### config.mk
export PLATFORM = sky130hd
export DESIGN_NAME = pwm_timer
export DESIGN_NICKNAME = d
export VERILOG_FILES = /design/src/rtl/pwm_timer_pkg.sv /design/src/rtl/pwm_prescaler.sv /design/src/rtl/pwm_regs.sv /design/src/rtl/pwm_count_engine.sv /design/src/rtl/pwm_channel.sv /design/src/rtl/pwm_timer.sv
export SDC_FILE = /design/constraint.sdc
export NUM_CORES = 1
export LEC_CHECK = 0
export BUFFER_PORTS_ARGS = -buffer_cell sky130_fd_sc_hd__buf_2
export CORE_MARGIN = 5
export CORE_UTILIZATION = 59
export DETAILED_ROUTE_END_ITERATION = 16
export PLACE_DENSITY = 0.82
export SLEW_MARGIN = 20
export SYNTH_ARGS = -nofsm -noshare
export SYNTH_HDL_FRONTEND = slang
export SYNTH_SLANG_ARGS = --single-unit
### constraint.sdc
create_clock -name clk -period 3.8 [get_ports clk]
set_input_delay 0.95 -clock clk [delete_from_list [all_inputs] [get_ports clk]]
set_output_delay 0.95 -clock clk [all_outputs]
set_load 0.1 [all_outputs]
### src/rtl/pwm_timer_pkg.sv
// Shared constants for the buffered PWM timer: mode codes, commands,
// register addresses and control bit positions.
// Assumes a 16-bit (or wider) write data path.
package pwm_timer_pkg;

    typedef logic [2:0] mode_t;

    localparam mode_t MODE_NORMAL    = 3'd0;
    localparam mode_t MODE_FREQ      = 3'd1;
    localparam mode_t MODE_SINGLE    = 3'd3;
    localparam mode_t MODE_DUAL_TOP  = 3'd5;
    localparam mode_t MODE_DUAL_BOTH = 3'd6;
    localparam mode_t MODE_DUAL_BOT  = 3'd7;

    localparam logic [1:0] CMD_NONE    = 2'd0;
    localparam logic [1:0] CMD_UPDATE  = 2'd1;
    localparam logic [1:0] CMD_RESTART = 2'd2;
    localparam logic [1:0] CMD_HARD    = 2'd3;

    localparam int ADR_CTRL     = 0;
    localparam int ADR_CMD      = 1;
    localparam int ADR_PER      = 2;
    localparam int ADR_CMP_BASE = 3;

    localparam int CTL_RUN  = 0;
    localparam int CTL_PSEL = 1;
    localparam int CTL_MODE = 4;
    localparam int CTL_DIR  = 7;
    localparam int CTL_EVW  = 8;

    // Number of low prescaler bits that must all be one for a tick.
    function automatic int pre_shift(input logic [2:0] sel);
        case (sel)
            3'd0:    return 0;
            3'd1:    return 1;
            3'd2:    return 2;
            3'd3:    return 3;
            3'd4:    return 4;
            3'd5:    return 6;
            3'd6:    return 8;
            default: return 10;
        endcase
    endfunction

    function automatic logic is_dual(input mode_t m);
        return (m == MODE_DUAL_TOP) || (m == MODE_DUAL_BOTH) || (m == MODE_DUAL_BOT);
    endfunction

endpackage

### src/rtl/pwm_prescaler.sv
// Prescaler: free-running divider that produces a one-cycle tick once
// every 2^shift cycles while run is set.
// Assumes PRE_W covers the largest shift (10 bits for divide by 1024).
module pwm_prescaler
    import pwm_timer_pkg::*;
#(
    parameter int PRE_W = 10
) (
    input  logic       clk,
    input  logic       rst_n,
    input  logic       run,
    input  logic       clr,
    input  logic [2:0] psel,
    output logic       tick
);

    logic [PRE_W-1:0] pre_q;
    logic [PRE_W-1:0] mask;

    // Build the mask of low bits that select the division ratio.
    always_comb begin
        for (int i = 0; i < PRE_W; i++) begin
            mask[i] = (i < pre_shift(psel));
        end
    end

    // Count cycles while running; restart from zero when stopped or cleared.
    always_ff @(posedge clk) begin
        if (!rst_n || !run || clr) begin
            pre_q <= '0;
        end else begin
            pre_q <= pre_q + 1'b1;
        end
    end

    assign tick = run && !clr && ((pre_q & mask) == mask);

endmodule

### src/rtl/pwm_regs.sv
// Register file: control, period and compare buffers, and the active
// period and compare values loaded from the buffers on load.
// Assumes DATA_W >= 16 so that all control fields fit in one word.
module pwm_regs
    import pwm_timer_pkg::*;
#(
    parameter int CNT_W  = 16,
    parameter int N_CH   = 4,
    parameter int ADDR_W = 3
) (
    input  logic                        clk,
    input  logic                        rst_n,
    input  logic                        hard,
    input  logic                        load,
    input  logic                        wr_en,
    input  logic [ADDR_W-1:0]           wr_addr,
    input  logic [CNT_W-1:0]            wr_data,
    output logic                        run,
    output logic [2:0]                  psel,
    output mode_t                       mode,
    output logic                        dir,
    output logic [N_CH-1:0]             evwave,
    output logic [CNT_W-1:0]            per_q,
    output logic [N_CH-1:0][CNT_W-1:0]  cmp_q
);

    logic                       srst;
    logic [CNT_W-1:0]           per_buf;
    logic [N_CH-1:0][CNT_W-1:0] cmp_buf;

    assign srst = !rst_n || hard;

    // Control word: write in one access, cleared by reset or hard reset.
    always_ff @(posedge clk) begin
        if (srst) begin
            run    <= 1'b0;
            psel   <= '0;
            mode   <= MODE_NORMAL;
            dir    <= 1'b0;
            evwave <= '0;
        end else if (wr_en && wr_addr == ADDR_W'(ADR_CTRL)) begin
            run    <= wr_data[CTL_RUN];
            psel   <= wr_data[CTL_PSEL +: 3];
            mode   <= wr_data[CTL_MODE +: 3];
            dir    <= wr_data[CTL_DIR];
            evwave <= wr_data[CTL_EVW +: N_CH];
        end
    end

    // Period buffer and active period; the active copy changes only on load.
    always_ff @(posedge clk) begin
        if (srst) begin
            per_buf <= '1;
            per_q   <= '1;
        end else begin
            if (load) per_q <= per_buf;
            if (wr_en && wr_addr == ADDR_W'(ADR_PER)) per_buf <= wr_data;
        end
    end

    for (genvar i = 0; i < N_CH; i++) begin : g_cmp
        // Compare buffer and active compare of one channel.
        always_ff @(posedge clk) begin
            if (srst) begin
                cmp_buf[i] <= '0;
                cmp_q[i]   <= '0;
            end else begin
                if (load) cmp_q[i] <= cmp_buf[i];
                if (wr_en && wr_addr == ADDR_W'(ADR_CMP_BASE + i)) cmp_buf[i] <= wr_data;
            end
        end
    end

endmodule

### src/rtl/pwm_count_engine.sv
// Count engine: steps the counter on each tick according to the mode
// and flags the update point. Assumes top values are held stable by the
// register file between update points.
module pwm_count_engine
    import pwm_timer_pkg::*;
#(
    parameter int CNT_W = 16
) (
    input  logic             clk,
    input  logic             rst_n,
    input  logic             tick,
    input  logic             clr,
    input  mode_t            mode,
    input  logic             dir,
    input  logic [CNT_W-1:0] per,
    input  logic [CNT_W-1:0] cmp0,
    output logic [CNT_W-1:0] cnt_q,
    output logic             up_q,
    output logic             upd_pt
);

    localparam logic [CNT_W-1:0] ONE = CNT_W'(1);

    logic [CNT_W-1:0] top;
    logic [CNT_W-1:0] nxt;
    logic             up_nxt;
    logic             at_top;
    logic             at_bot;
    logic             pt;

    // Work out the next count, slope and update point for this tick.
    always_comb begin
        top    = (mode == MODE_FREQ) ? cmp0 : per;
        nxt    = cnt_q;
        up_nxt = up_q;
        at_top = 1'b0;
        at_bot = 1'b0;
        pt     = 1'b0;
        if (is_dual(mode)) begin
            if (up_q) begin
                if (cnt_q >= per) begin
                    nxt    = (cnt_q == '0) ? '0 : cnt_q - ONE;
                    up_nxt = 1'b0;
                    at_top = 1'b1;
                end else begin
                    nxt = cnt_q + ONE;
                end
            end else begin
                if (cnt_q == '0) begin
                    nxt    = (per == '0) ? '0 : ONE;
                    up_nxt = 1'b1;
                    at_bot = 1'b1;
                end else begin
                    nxt = cnt_q - ONE;
                end
            end
            case (mode)
                MODE_DUAL_TOP: pt = at_top;
                MODE_DUAL_BOT: pt = at_bot;
                default:       pt = at_top | at_bot;
            endcase
        end else if (!dir) begin
            if (cnt_q >= top) begin
                nxt = '0;
                pt  = 1'b1;
            end else begin
                nxt = cnt_q + ONE;
            end
        end else begin
            if (cnt_q == '0) begin
                nxt = top;
                pt  = 1'b1;
            end else begin
                nxt = cnt_q - ONE;
            end
        end
    end

    assign upd_pt = tick && pt;

    // Hold the count between ticks; clear on restart.
    always_ff @(posedge clk) begin
        if (!rst_n || clr) begin
            cnt_q <= '0;
            up_q  <= 1'b1;
        end else if (tick) begin
            cnt_q <= nxt;
            up_q  <= up_nxt;
        end
    end

endmodule

### src/rtl/pwm_channel.sv
// Compare channel: drives one waveform output and one compare event
// from the shared count. Assumes cnt and up are the values before the tick.
module pwm_channel
    import pwm_timer_pkg::*;
#(
    parameter int CNT_W = 16,
    parameter int IDX   = 0
) (
    input  logic             clk,
    input  logic             rst_n,
    input  logic             clr,
    input  logic             tick,
    input  logic             upd_pt,
    input  mode_t            mode,
    input  logic [CNT_W-1:0] cnt,
    input  logic             up,
    input  logic [CNT_W-1:0] cmp,
    input  logic             evwave,
    output logic             wave,
    output logic             evt
);

    logic match;
    logic pulse_q;

    assign match = tick && (cnt == cmp);

    // Update waveform level and match pulse on each tick.
    always_ff @(posedge clk) begin
        if (!rst_n || clr) begin
            wave    <= 1'b0;
            pulse_q <= 1'b0;
        end else begin
            pulse_q <= match;
            if (tick) begin
                case (mode)
                    MODE_SINGLE: wave <= (cnt < cmp);
                    MODE_FREQ:   wave <= (IDX == 0) ? (wave ^ upd_pt) : 1'b0;
                    MODE_DUAL_TOP, MODE_DUAL_BOTH, MODE_DUAL_BOT: begin
                        if (match) wave <= !up;
                    end
                    default:     wave <= 1'b0;
                endcase
            end
        end
    end

    assign evt = evwave ? wave : pulse_q;

endmodule

### src/rtl/pwm_timer.sv
// Buffered PWM timer top: decodes commands and connects the prescaler,
// register file, count engine and compare channels.
// Assumes one register access per cycle on a plain write strobe.
module pwm_timer
    import pwm_timer_pkg::*;
#(
    parameter  int CNT_W  = 16,
    parameter  int N_CH   = 4,
    parameter  int PRE_W  = 10,
    localparam int ADDR_W = $clog2(N_CH + ADR_CMP_BASE)
) (
    input  logic              clk,
    input  logic              rst_n,
    input  logic              wr_en,
    input  logic [ADDR_W-1:0] wr_addr,
    input  logic [CNT_W-1:0]  wr_data,
    output logic [CNT_W-1:0]  cnt,
    output logic [N_CH-1:0]   wave,
    output logic [N_CH-1:0]   evt,
    output logic              ovf
);

    logic                       cmd_wr;
    logic                       force_upd;
    logic                       restart;
    logic                       hard;
    logic                       clr;
    logic                       load;
    logic                       tick;
    logic                       upd_pt;
    logic                       up;
    logic                       run;
    logic [2:0]                 psel;
    mode_t                      mode;
    logic                       dir;
    logic [N_CH-1:0]            evwave;
    logic [CNT_W-1:0]           per_q;
    logic [N_CH-1:0][CNT_W-1:0] cmp_q;

    // Decode the command field of a write to the command address.
    always_comb begin
        cmd_wr    = wr_en && (wr_addr == ADDR_W'(ADR_CMD));
        force_upd = cmd_wr && (wr_data[1:0] == CMD_UPDATE);
        restart   = cmd_wr && (wr_data[1:0] == CMD_RESTART);
        hard      = cmd_wr && (wr_data[1:0] == CMD_HARD);
    end

    assign clr  = restart || hard;
    assign load = force_upd || upd_pt;

    pwm_prescaler #(.PRE_W(PRE_W)) u_pre (
        .clk   (clk),
        .rst_n (rst_n),
        .run   (run),
        .clr   (clr),
        .psel  (psel),
        .tick  (tick)
    );

    pwm_regs #(.CNT_W(CNT_W), .N_CH(N_CH), .ADDR_W(ADDR_W)) u_regs (
        .clk     (clk),
        .rst_n   (rst_n),
        .hard    (hard),
        .load    (load),
        .wr_en   (wr_en),
        .wr_addr (wr_addr),
        .wr_data (wr_data),
        .run     (run),
        .psel    (psel),
        .mode    (mode),
        .dir     (dir),
        .evwave  (evwave),
        .per_q   (per_q),
        .cmp_q   (cmp_q)
    );

    pwm_count_engine #(.CNT_W(CNT_W)) u_eng (
        .clk    (clk),
        .rst_n  (rst_n),
        .tick   (tick),
        .clr    (clr),
        .mode   (mode),
        .dir    (dir),
        .per    (per_q),
        .cmp0   (cmp_q[0]),
        .cnt_q  (cnt),
        .up_q   (up),
        .upd_pt (upd_pt)
    );

    for (genvar i = 0; i < N_CH; i++) begin : g_ch
        pwm_channel #(.CNT_W(CNT_W), .IDX(i)) u_ch (
            .clk    (clk),
            .rst_n  (rst_n),
            .clr    (clr),
            .tick   (tick),
            .upd_pt (upd_pt),
            .mode   (mode),
            .cnt    (cnt),
            .up     (up),
            .cmp    (cmp_q[i]),
            .evwave (evwave[i]),
            .wave   (wave[i]),
            .evt    (evt[i])
        );
    end

    // Overflow strobe one cycle after each update point.
    always_ff @(posedge clk) begin
        if (!rst_n || clr) begin
            ovf <= 1'b0;
        end else begin
            ovf <= upd_pt;
        end
    end

endmodule

==> qor.yml, run 1 <==
clk_pin_slew_worst_paths_ns: 0.06
cts_tree: "yes"
vias: 10500
grt_pass1_vias: 9711
vias_per_cell: 6.13
dp_hpwl_um: 23000
die_x_um: 147
synth-main-ff-cell: "dfxtp_1"
ctsRootBufferMaster: "clkbuf_16"
dpl.cell_count: 1675
period_needed_ns: 3.47
postSynthAreaPerCell_um2: 7.68
die_y_um: 147
drv_cap: 0
powerDensity_nw_per_um2: 392
hold_viol_final: 0
async_reset_ff_share_pct: 0
synth_area_um2: 11100
cts.sinks: 208
cp-end-kind: "flop"
dr.pass1.iters: 5
worstPathMaxFanout: 47
numPortBuffers: 46
numCtsBuffers: 23
yosysTopAreaCell: "dfxtp_1"
post-route-drc-count: 0
start_util_pct: 59.5
place.gp.congestion: 1.00
synthTopCellsByArea: "dfxtp_1 38%, ha_1 11%, nand2_1 9.9%"
yosys_warnings: 0
detail_route.wl_per_cell_um: 19.3
cts_buffer_depth: 3
final_cells: 1711
hold_ws_ns: 0.450
grt_setup_unrepaired: "false"
max_stage_delay_ns: 0.38
synth-edff-count: 0
diodes: 0
p_total_w: 0.00482
antenna_found_initial: 0
totalWireLength_um: 33000
io_pins: 47
rows: 50
final_common_cell: "nand2_1"
cts_hold_buf: 0
crit_type: "flop to flop"
synth_top_family_by_area: "simple AND/OR/NAND/NOR gates"
dieArea_um2: 21700
nNetsFinal: 1587
ys_seq_elements: 208
synthDominantCellAreaShare_pct: 37.5
synth-compound-area-share_pct: 18.0
final_antenna_net_count: 0
finalClockSkew_ns: 0.0175
coreArea_um2: 18600
area_delta_synth_final_pct: 10.7
fmax_ghz: 0.288
drive_gt1_share_pct: 9.41
cts_resized: 0
arrival_ns: 3.89
synth_adder_area_share_pct: 11.2
leakagePower_nw: 4.97
cp-start-kind: "flop"
crit_slowest_cell: "dfxtp_1"
fin_crit_sh_pct: 91.3
ir_drop_uv: 293
grt_max_degree: 94
cts_setup_buffers: 0
synth-xor-area-share_pct: 1.58
setup_viol: 0
slew_headroom_pct: 37.1
hp-class: "flop to flop"
grt_pass1_wl_um: 51900
num-fill-cells: 1594
track_usage_pct: 29.8
insertion_delay_ns: 0.51
worst_ep_required_time_ns: 4.22
htreeDepth: 1
drt_iter0_drc: 1024
drv_slew: 0
crit_chain: "nor3b_2 -> buf_4 -> nor2_1 -> a21oi_1 -> ha_1 -> a21oi_1 -> o21a_1 -> nand2_1 -> o21ai_0 -> nand3_2 -> a31oi_4 -> buf_12 -> buf_12 -> nand3_1 -> o21ai_0"
final_cell_mix: "292 x nand2_1, 208 x dfxtp_1, 150 x a21oi_1"
ys_seq_area_share_pct: 37.5
worst-slew-pin-transition_ns: 0.944
synth_mux_area_share_pct: 0.597
synth-simple-area-share_pct: 23.9
syn_inst: 1446
syn_nets: 1567
overflow: 0
setup_tns_ns: 0
yosys.cell_types.count: 66
status: "finished, final reports clean"
cell type report:
class	instances	area [µm²]	area share [%]
clock buffer	31	626	5.09
timing repair buffer	87	626	5.09
inverter	83	312	2.53
multi-input combinational	1063	6170	50.2
tap	234	293	2.38
clock inverter	5	104	0.845
sequential	208	4160	33.9
per-layer routing:
layer / GRT usage (%) / part of all wire, % / vias up
li1: - / - / 5029
met1: 40.5 / 42 / 4809
met2: 45.6 / 43 / 535
met3: 6.51 / 11 / 110
met4: 13.2 / 4.6 / 0
met5: 0 / 0 / -
worst paths after layout:
kind,startpoint,to,slack [ns],cells past startpoint
max,u_regs.mode[0],u_regs.cmp_q[48],0.33,15
min,u_regs.cmp_buf[62],u_regs.cmp_q[62],0.45,2
max reg2reg,u_regs.mode[0],u_regs.cmp_q[48],0.33,15
min reg2reg,u_regs.cmp_buf[62],u_regs.cmp_q[62],0.45,2
state kept, by name, indices dropped and copies added, names as in the netlist:
register,flops
g_ch.u_ch.wave,4
u_regs.psel,3
u_eng.cnt_q,16
u_regs.per_q,16
u_regs.per_buf,16
u_regs.run,1
u_regs.evwave,4
g_ch.u_ch.pulse_q,4
u_pre.pre_q,10
u_regs.mode,3
u_regs.cmp_q,64
ovf,1
u_regs.cmp_buf,64
u_eng.up_q,1
u_regs.dir,1
cells by family (layout without fill, tap and decap cells):
family / after synthesis / count (layout)
and+or+nand+nor: 590 / 590
xor gates and xnor gates: 20 / 20
buffers and inverters: 175 / 206
AOI/OAI and AO/OA: 348 / 348
adders and majority gates: 99 / 99
muxes: 6 / 6
DFF: 208 / 208
synthesized netlist by cell type, drive strengths merged (4+ instances only):
| cell type | count |
|---|---|
| a211oi | 6 |
| a21o | 14 |
| a21oi | 150 |
| a31oi | 22 |
| and2 | 7 |
| and3 | 10 |
| and4 | 4 |
| buf | 34 |
| clkbuf | 58 |
| dfxtp | 208 |
| ha | 99 |
| inv | 83 |
| mux2 | 5 |
| nand2 | 292 |
| nand2b | 8 |
| nand3 | 101 |
| nand4 | 25 |
| nor2 | 70 |
| nor2b | 15 |
| nor3 | 36 |
| nor4 | 8 |
| o211ai | 10 |
| o21a | 6 |
| o21ai | 103 |
| o22ai | 9 |
| o31ai | 4 |
| or2 | 5 |
| xnor2 | 8 |
| xor2 | 12 |
per-stage QoR:
stage          worst slack [ns]  cell area, µm²  utilization, %
2_1_floorplan            0.0562           11100               -
4_1_cts                   0.325           12300            65.9
3_3_place_gp              0.498           11600            62.0
3_5_place_dp              0.397           11600            62.0
5_1_grt                  0.0648           12300            65.9
6_report                  0.331           12300            65.9
report_power, final:
part,internal (W),switching [W],total (W),leakage (nW)
Combinational,0.000109,0.000272,0.000381,2.93
Sequential,0.00221,0.0000204,0.00223,1.68
Clock,0.00135,0.000861,0.00221,0.356
critical path: cells and delay by family, from the launching register on:
kind	cells	cell delay [ns]
AO/OA/AOI/OAI	6	1.24
adder cells (fa/ha/maj)	1	0.33
buffers and inverters	3	0.72
flip-flops	1	0.38
AND/OR/NAND/NOR	5	0.71
Power figures use the tool's default switching activity.
==> run 2: changes to the inputs <==
==> constraint.sdc (replaced) <==
create_clock -name clk -period 3.8 [get_ports clk]
set_input_delay 0.95 -clock clk [delete_from_list [all_inputs] [get_ports clk]]
set_output_delay 0.95 -clock clk [all_outputs]
set_load 0.005 [all_outputs]
==> qor.yml, run 2 (synthesis results as in run 1) <==
cts_setup_buffers: 0  # unchanged
numPortBuffers: 46  # unchanged
cts_resized: 0  # unchanged
powerDensity_nw_per_um2: 390  # -0.54%
cp-start-kind: "flop"
worst-slew-pin-transition_ns: 1.01  # +0.0680 ns
status: "finished, final reports clean"
min-delay-start: "u_regs.cmp_buf[62]"
dr.pass1.iters: 5  # unchanged
start_util_pct: 59.5  # unchanged
io_pins: 47  # unchanged
drv_slew: 0  # unchanged
r2r-end: "u_regs.per_q[7]"
dieArea_um2: 21700  # unchanged
min_to: "u_regs.cmp_q[62]"
reg2reg_depth: 14  # -1
vias_per_cell: 6.18  # +0.81%
worstPathMaxFanout: 38  # -19%
numCtsBuffers: 22  # -4.3%
r2r_start: "u_regs.mode[0]"
dp_hpwl_um: 22900  # -0.67%
area_delta_synth_final_pct: 10.7  # about the same
htreeDepth: 1  # unchanged
insertion_delay_ns: 0.53  # +0.02 ns
grt_max_degree: 94  # unchanged
arrival_ns: 3.99  # +0.10 ns
drv_cap: 0  # unchanged
worst_ep_required_time_ns: 4.24  # +0.02 ns
drive_gt1_share_pct: 9.47  # +0.055 points
period_needed_ns: 3.55  # +0.0817 ns
leakagePower_nw: 4.96  # -0.20%
place.gp.congestion: 0.992  # -1.1%
crit_type: "flop to flop"
cts_buffer_depth: 3  # unchanged
cts_tree: "yes"
hold_depth: 2  # unchanged
post-route-drc-count: 0  # unchanged
grt_pass1_wl_um: 51800  # -0.11%
diodes: 0  # unchanged
slew_headroom_pct: 32.3  # -4.8 points
die_y_um: 147  # unchanged
rrSetupSlack_ns: 0.25  # -0.08 ns
final_common_cell: "nand2_1"
grt_pass1_vias: 9858  # +1.5%
hold_viol_final: 0  # unchanged
detail_route.wl_per_cell_um: 19.4  # +0.46%
drt_iter0_drc: 1080  # +5.5%
cp-end-kind: "flop"
coreArea_um2: 18600  # unchanged
hp-class: "flop to flop"
cts_hold_buf: 0  # unchanged
fin_crit_sh_pct: 93.5  # +2.2 points
final_cell_mix: "292 x nand2_1, 208 x dfxtp_1, 150 x a21oi_1"
finalClockSkew_ns: 0.0158  # -0.00167 ns
antenna_found_initial: 0  # unchanged
die_x_um: 147  # unchanged
cts.sinks: 208  # unchanged
fmax_ghz: 0.282  # -2.3%
grt_setup_unrepaired: "false"
setup_tns_ns: 0  # unchanged
fin_util_pct: 65.9  # about the same
overflow: 0  # unchanged
nNetsFinal: 1585  # -0.13%
final_antenna_net_count: 0  # unchanged
clk_pin_slew_worst_paths_ns: 0.06  # about the same
ir_drop_uv: 382  # +30%
vias: 10600  # +0.93%
ctsRootBufferMaster: "clkbuf_16"
totalWireLength_um: 33200  # +0.58%
reg_top3: "u_regs.cmp_buf: 64 flops, u_regs.cmp_q: 64 flops"
num-fill-cells: 1590  # -0.25%
setup_viol: 0  # unchanged
rows: 50  # unchanged
track_usage_pct: 29.9  # +0.074 points
[run 2: cell types whose count changed in the layout (fill, tap and decap cells not counted), sizes merged]
cell      before  now
clkinvlp       0    2
buf           87   86
clkinv         1    6
clkbuf        31   28
inv           84   83
[run 2: layout make-up]
class	instances	area, µm²	share of cell area, %
Clock buffer	28	583	4.74
Clock inverter	11	160	1.30
Inverter	83	312	2.54
Multi-Input combinational cell	1063	6160	50.1
Sequential cell	208	4160	33.9
Tap cell	234	293	2.38
Timing Repair Buffer	86	618	5.03
[run 2: per-stage QoR]
stage	std cells	area (µm²)	worst slack (ns)	hold WS, ns	total power (W)
after floorplan	1446	11100	0.518	0.429	0.00249
after global routing	1713	12300	0.00469	0.464	0.00493
final	1713	12300	0.249	0.454	0.00479
after detailed placement	1674	11500	0.395	0.443	0.00262
after CTS	1713	12300	0.355	0.450	0.00479
after global placement	1674	11500	0.478	0.437	0.00261
[run 2: report_power, final]
part	internal, W	total [W]	switching [W]
logic	0.000109	0.000354	0.000245
clock network	0.00130	0.00221	0.000907
registers	0.00221	0.00223	0.0000204
total	0.00362	0.00479	0.00117
[run 2: routing by layer]
metal | share of wire [%] | track usage [%]
met5 | 0 | 0
met3 | 10 | 6.76
met1 | 41 | 39.4
met2 | 44 | 46.8
met4 | 4.9 | 13.7
[run 2: worst max-delay path, cell delays in order (launching register included)]
cell and delay [ns]:
dfxtp_1 0.39, nor3b_2 0.23, buf_4 0.34, a21oi_1 0.16
ha_1 0.22, or3b_2 0.47, o2111ai_1 0.12, a31oi_1 0.10
o21ai_0 0.18, nand3_1 0.31, a31oi_4 0.31, buf_12 0.19
buf_12 0.19, nor3_1 0.07, a31oi_1 0.17
[run 2: worst max-delay path by stage]
stage / from / to / slack (ns)
finish: u_regs.mode[0] / u_regs.per_q[7] / 0.25
global placement: u_regs.mode[0] / u_regs.per_q[15] / 0.48
floorplan: u_regs.mode[0] / u_regs.per_q[10] / 0.52
CTS: u_regs.mode[0] / u_regs.per_q[2] / 0.35
global route: u_regs.mode[0] / u_regs.cmp_q[52] / 0.005
detailed placement: u_regs.mode[0] / u_regs.per_q[7] / 0.40
==> run 3: changes to the inputs <==
==> constraint.sdc (replaced) <==
create_clock -name clk -period 3.8 [get_ports clk]
set_input_delay 0.38 -clock clk [delete_from_list [all_inputs] [get_ports clk]]
set_output_delay 0.38 -clock clk [all_outputs]
set_load 0.005 [all_outputs]
==> qor.yml, run 3 (synthesis results as in run 1) <==
post-route-drc-count: 0  # unchanged
track_usage_pct: 29.9  # +0.044 points
leakagePower_nw: 4.96  # about the same
final_common_cell: "nand2_1"
path_buf_inv: 2  # -1
crit_type: "flop to flop"
grt_pass1_wl_um: 52300  # +0.85%
numPortBuffers: 46  # unchanged
cts_tree: "yes"
area_delta_synth_final_pct: 10.7  # about the same
final_cell_mix: "292 x nand2_1, 208 x dfxtp_1, 150 x a21oi_1"
cts_setup_buffers: 0  # unchanged
io_pins: 47  # unchanged
insertion_delay_ns: 0.51  # -0.02 ns
worst_ep_required_time_ns: 4.22  # -0.02 ns
hold_depth: 3  # +1
grt_setup_unrepaired: "false"
ctsRootBufferMaster: "clkbuf_16"
place.gp.congestion: 0.999  # +0.69%
dr.pass1.iters: 5  # unchanged
powerDensity_nw_per_um2: 391  # +0.35%
final_antenna_net_count: 0  # unchanged
coreArea_um2: 18600  # unchanged
crit_chain: "nor3b_4 -> mux2_2 -> ha_1 -> or3b_2 -> o2111ai_1 -> a31oi_1 -> o21ai_0 -> nand3_2 -> a31oi_4 -> buf_12 -> buf_12 -> nand3_1 -> o21ai_0"
reg_top3: "u_regs.cmp_buf: 64 flops, u_regs.cmp_q: 64 flops"
drive_gt1_share_pct: 9.61  # +0.15 points
drv_slew: 0  # unchanged
worstPathMaxFanout: 52  # +37%
detail_route.wl_per_cell_um: 19.5  # +0.64%
ir_drop_uv: 333  # -13%
antenna_found_initial: 0  # unchanged
rows: 50  # unchanged
reg2reg_depth: 13  # -1
period_needed_ns: 3.54  # -0.0110 ns
crit_slowest_cell: "or3b_2"
cts.sinks: 208  # unchanged
min-delay-start: "wr_data[13]"
setup_tns_ns: 0  # unchanged
dp_hpwl_um: 23300  # +2.0%
num-fill-cells: 1571  # -1.2%
cp-end-kind: "flop"
finalClockSkew_ns: 0.0156  # -0.000214 ns
die_x_um: 147  # unchanged
hp-class: "input port to flop"
nNetsFinal: 1583  # -0.13%
vias: 10600  # +0.27%
cp_top_family: "simple AND/OR/NAND/NOR gates"
numCtsBuffers: 22  # unchanged
vias_per_cell: 6.20  # +0.39%
fmax_ghz: 0.282  # +0.31%
status: "finished, final reports clean"
rrSetupSlack_ns: 0.26  # about the same
die_y_um: 147  # unchanged
dieArea_um2: 21700  # unchanged
fin_crit_sh_pct: 93.2  # -0.29 points
worst-slew-pin-transition_ns: 1.06  # +0.0439 ns
overflow: 0  # unchanged
start_util_pct: 59.5  # unchanged
arrival_ns: 3.96  # -0.03 ns
slew_headroom_pct: 29.4  # -2.9 points
fin_util_pct: 65.9  # about the same
grt_pass1_vias: 9701  # -1.6%
hold_viol_final: 0  # unchanged
clk_pin_slew_worst_paths_ns: 0.06  # about the same
cp-start-kind: "flop"
r2r-end: "u_regs.cmp_q[57]"
grt_max_degree: 94  # unchanged
diodes: 0  # unchanged
setup_viol: 0  # unchanged
min_to: "u_regs.cmp_buf[61]"
drv_cap: 0  # unchanged
htreeDepth: 1  # unchanged
cts_buffer_depth: 3  # unchanged
totalWireLength_um: 33400  # +0.53%
r2r_start: "u_regs.mode[0]"
drt_iter0_drc: 1208  # +12%
cts_hold_buf: 0  # unchanged
max_stage_delay_ns: 0.44  # -0.03 ns
p_total_w: 0.00481  # +0.34%
## run 3: layout make-up
type	count	area [µm²]	share of cell area [%]
Clock buffer	32	659	5.37
Clock inverter	7	87.6	0.713
Inverter	83	312	2.54
Tap cell	234	293	2.38
Multi-Input combinational cell	1063	6180	50.3
Sequential cell	208	4160	33.9
Timing Repair Buffer	84	594	4.84
## run 3: worst max path at each step
stage / slack (ns) / end / start / cells past startpoint
6_report: 0.26 / u_regs.cmp_q[57] / u_regs.mode[0] / 13
4_1_cts: 0.23 / u_regs.cmp_q[57] / u_regs.mode[0] / 14
3_3_place_gp: 0.40 / u_regs.cmp_q[25] / u_regs.mode[0] / 14
5_1_grt: 0.02 / u_regs.cmp_q[31] / u_regs.mode[0] / 13
2_1_floorplan: 0.52 / u_regs.per_q[10] / u_regs.mode[0] / 13
3_5_place_dp: 0.29 / u_regs.cmp_q[55] / u_regs.mode[0] / 14
## run 3: worst reg2reg max path, cell delays in order, from the launching register on
cell,delay (ns)
dfxtp_1,0.39
nor3b_4,0.25
mux2_2,0.39
ha_1,0.28
or3b_2,0.44
o2111ai_1,0.11
a31oi_1,0.12
o21ai_0,0.23
nand3_2,0.23
a31oi_4,0.28
buf_12,0.23
buf_12,0.24
nand3_1,0.13
o21ai_0,0.14
## run 3: power by group
part	switching [W]	total, W	internal [W]
Combinational	0.000241	0.000348	0.000107
Sequential	0.0000222	0.00223	0.00221
Clock	0.000892	0.00223	0.00134
## run 3: what timing repair did
action	in CTS	in global routing
resized for setup	0	3
hold endpoints to repair	0	0
endpoints found under the setup margin	0	48
## run 3: per-layer routing
layer,GRT usage (%),part of all wire (%)
met5,0,0
met4,10.1,3.6
met3,5.55,11
met2,45.4,43
met1,42.9,43
## run 3: per-stage QoR
step / area [µm²] / setup slack, ns / hold WS, ns / std cells
3_5_place_dp: 11500 / 0.290 / 0.442 / 1672
2_1_floorplan: 11100 / 0.518 / 0.429 / 1446
5_1_grt: 12300 / 0.0193 / 0.205 / 1711
6_report: 12300 / 0.260 / 0.201 / 1711
4_1_cts: 12300 / 0.230 / 0.194 / 1711
3_3_place_gp: 11500 / 0.402 / 0.437 / 1672
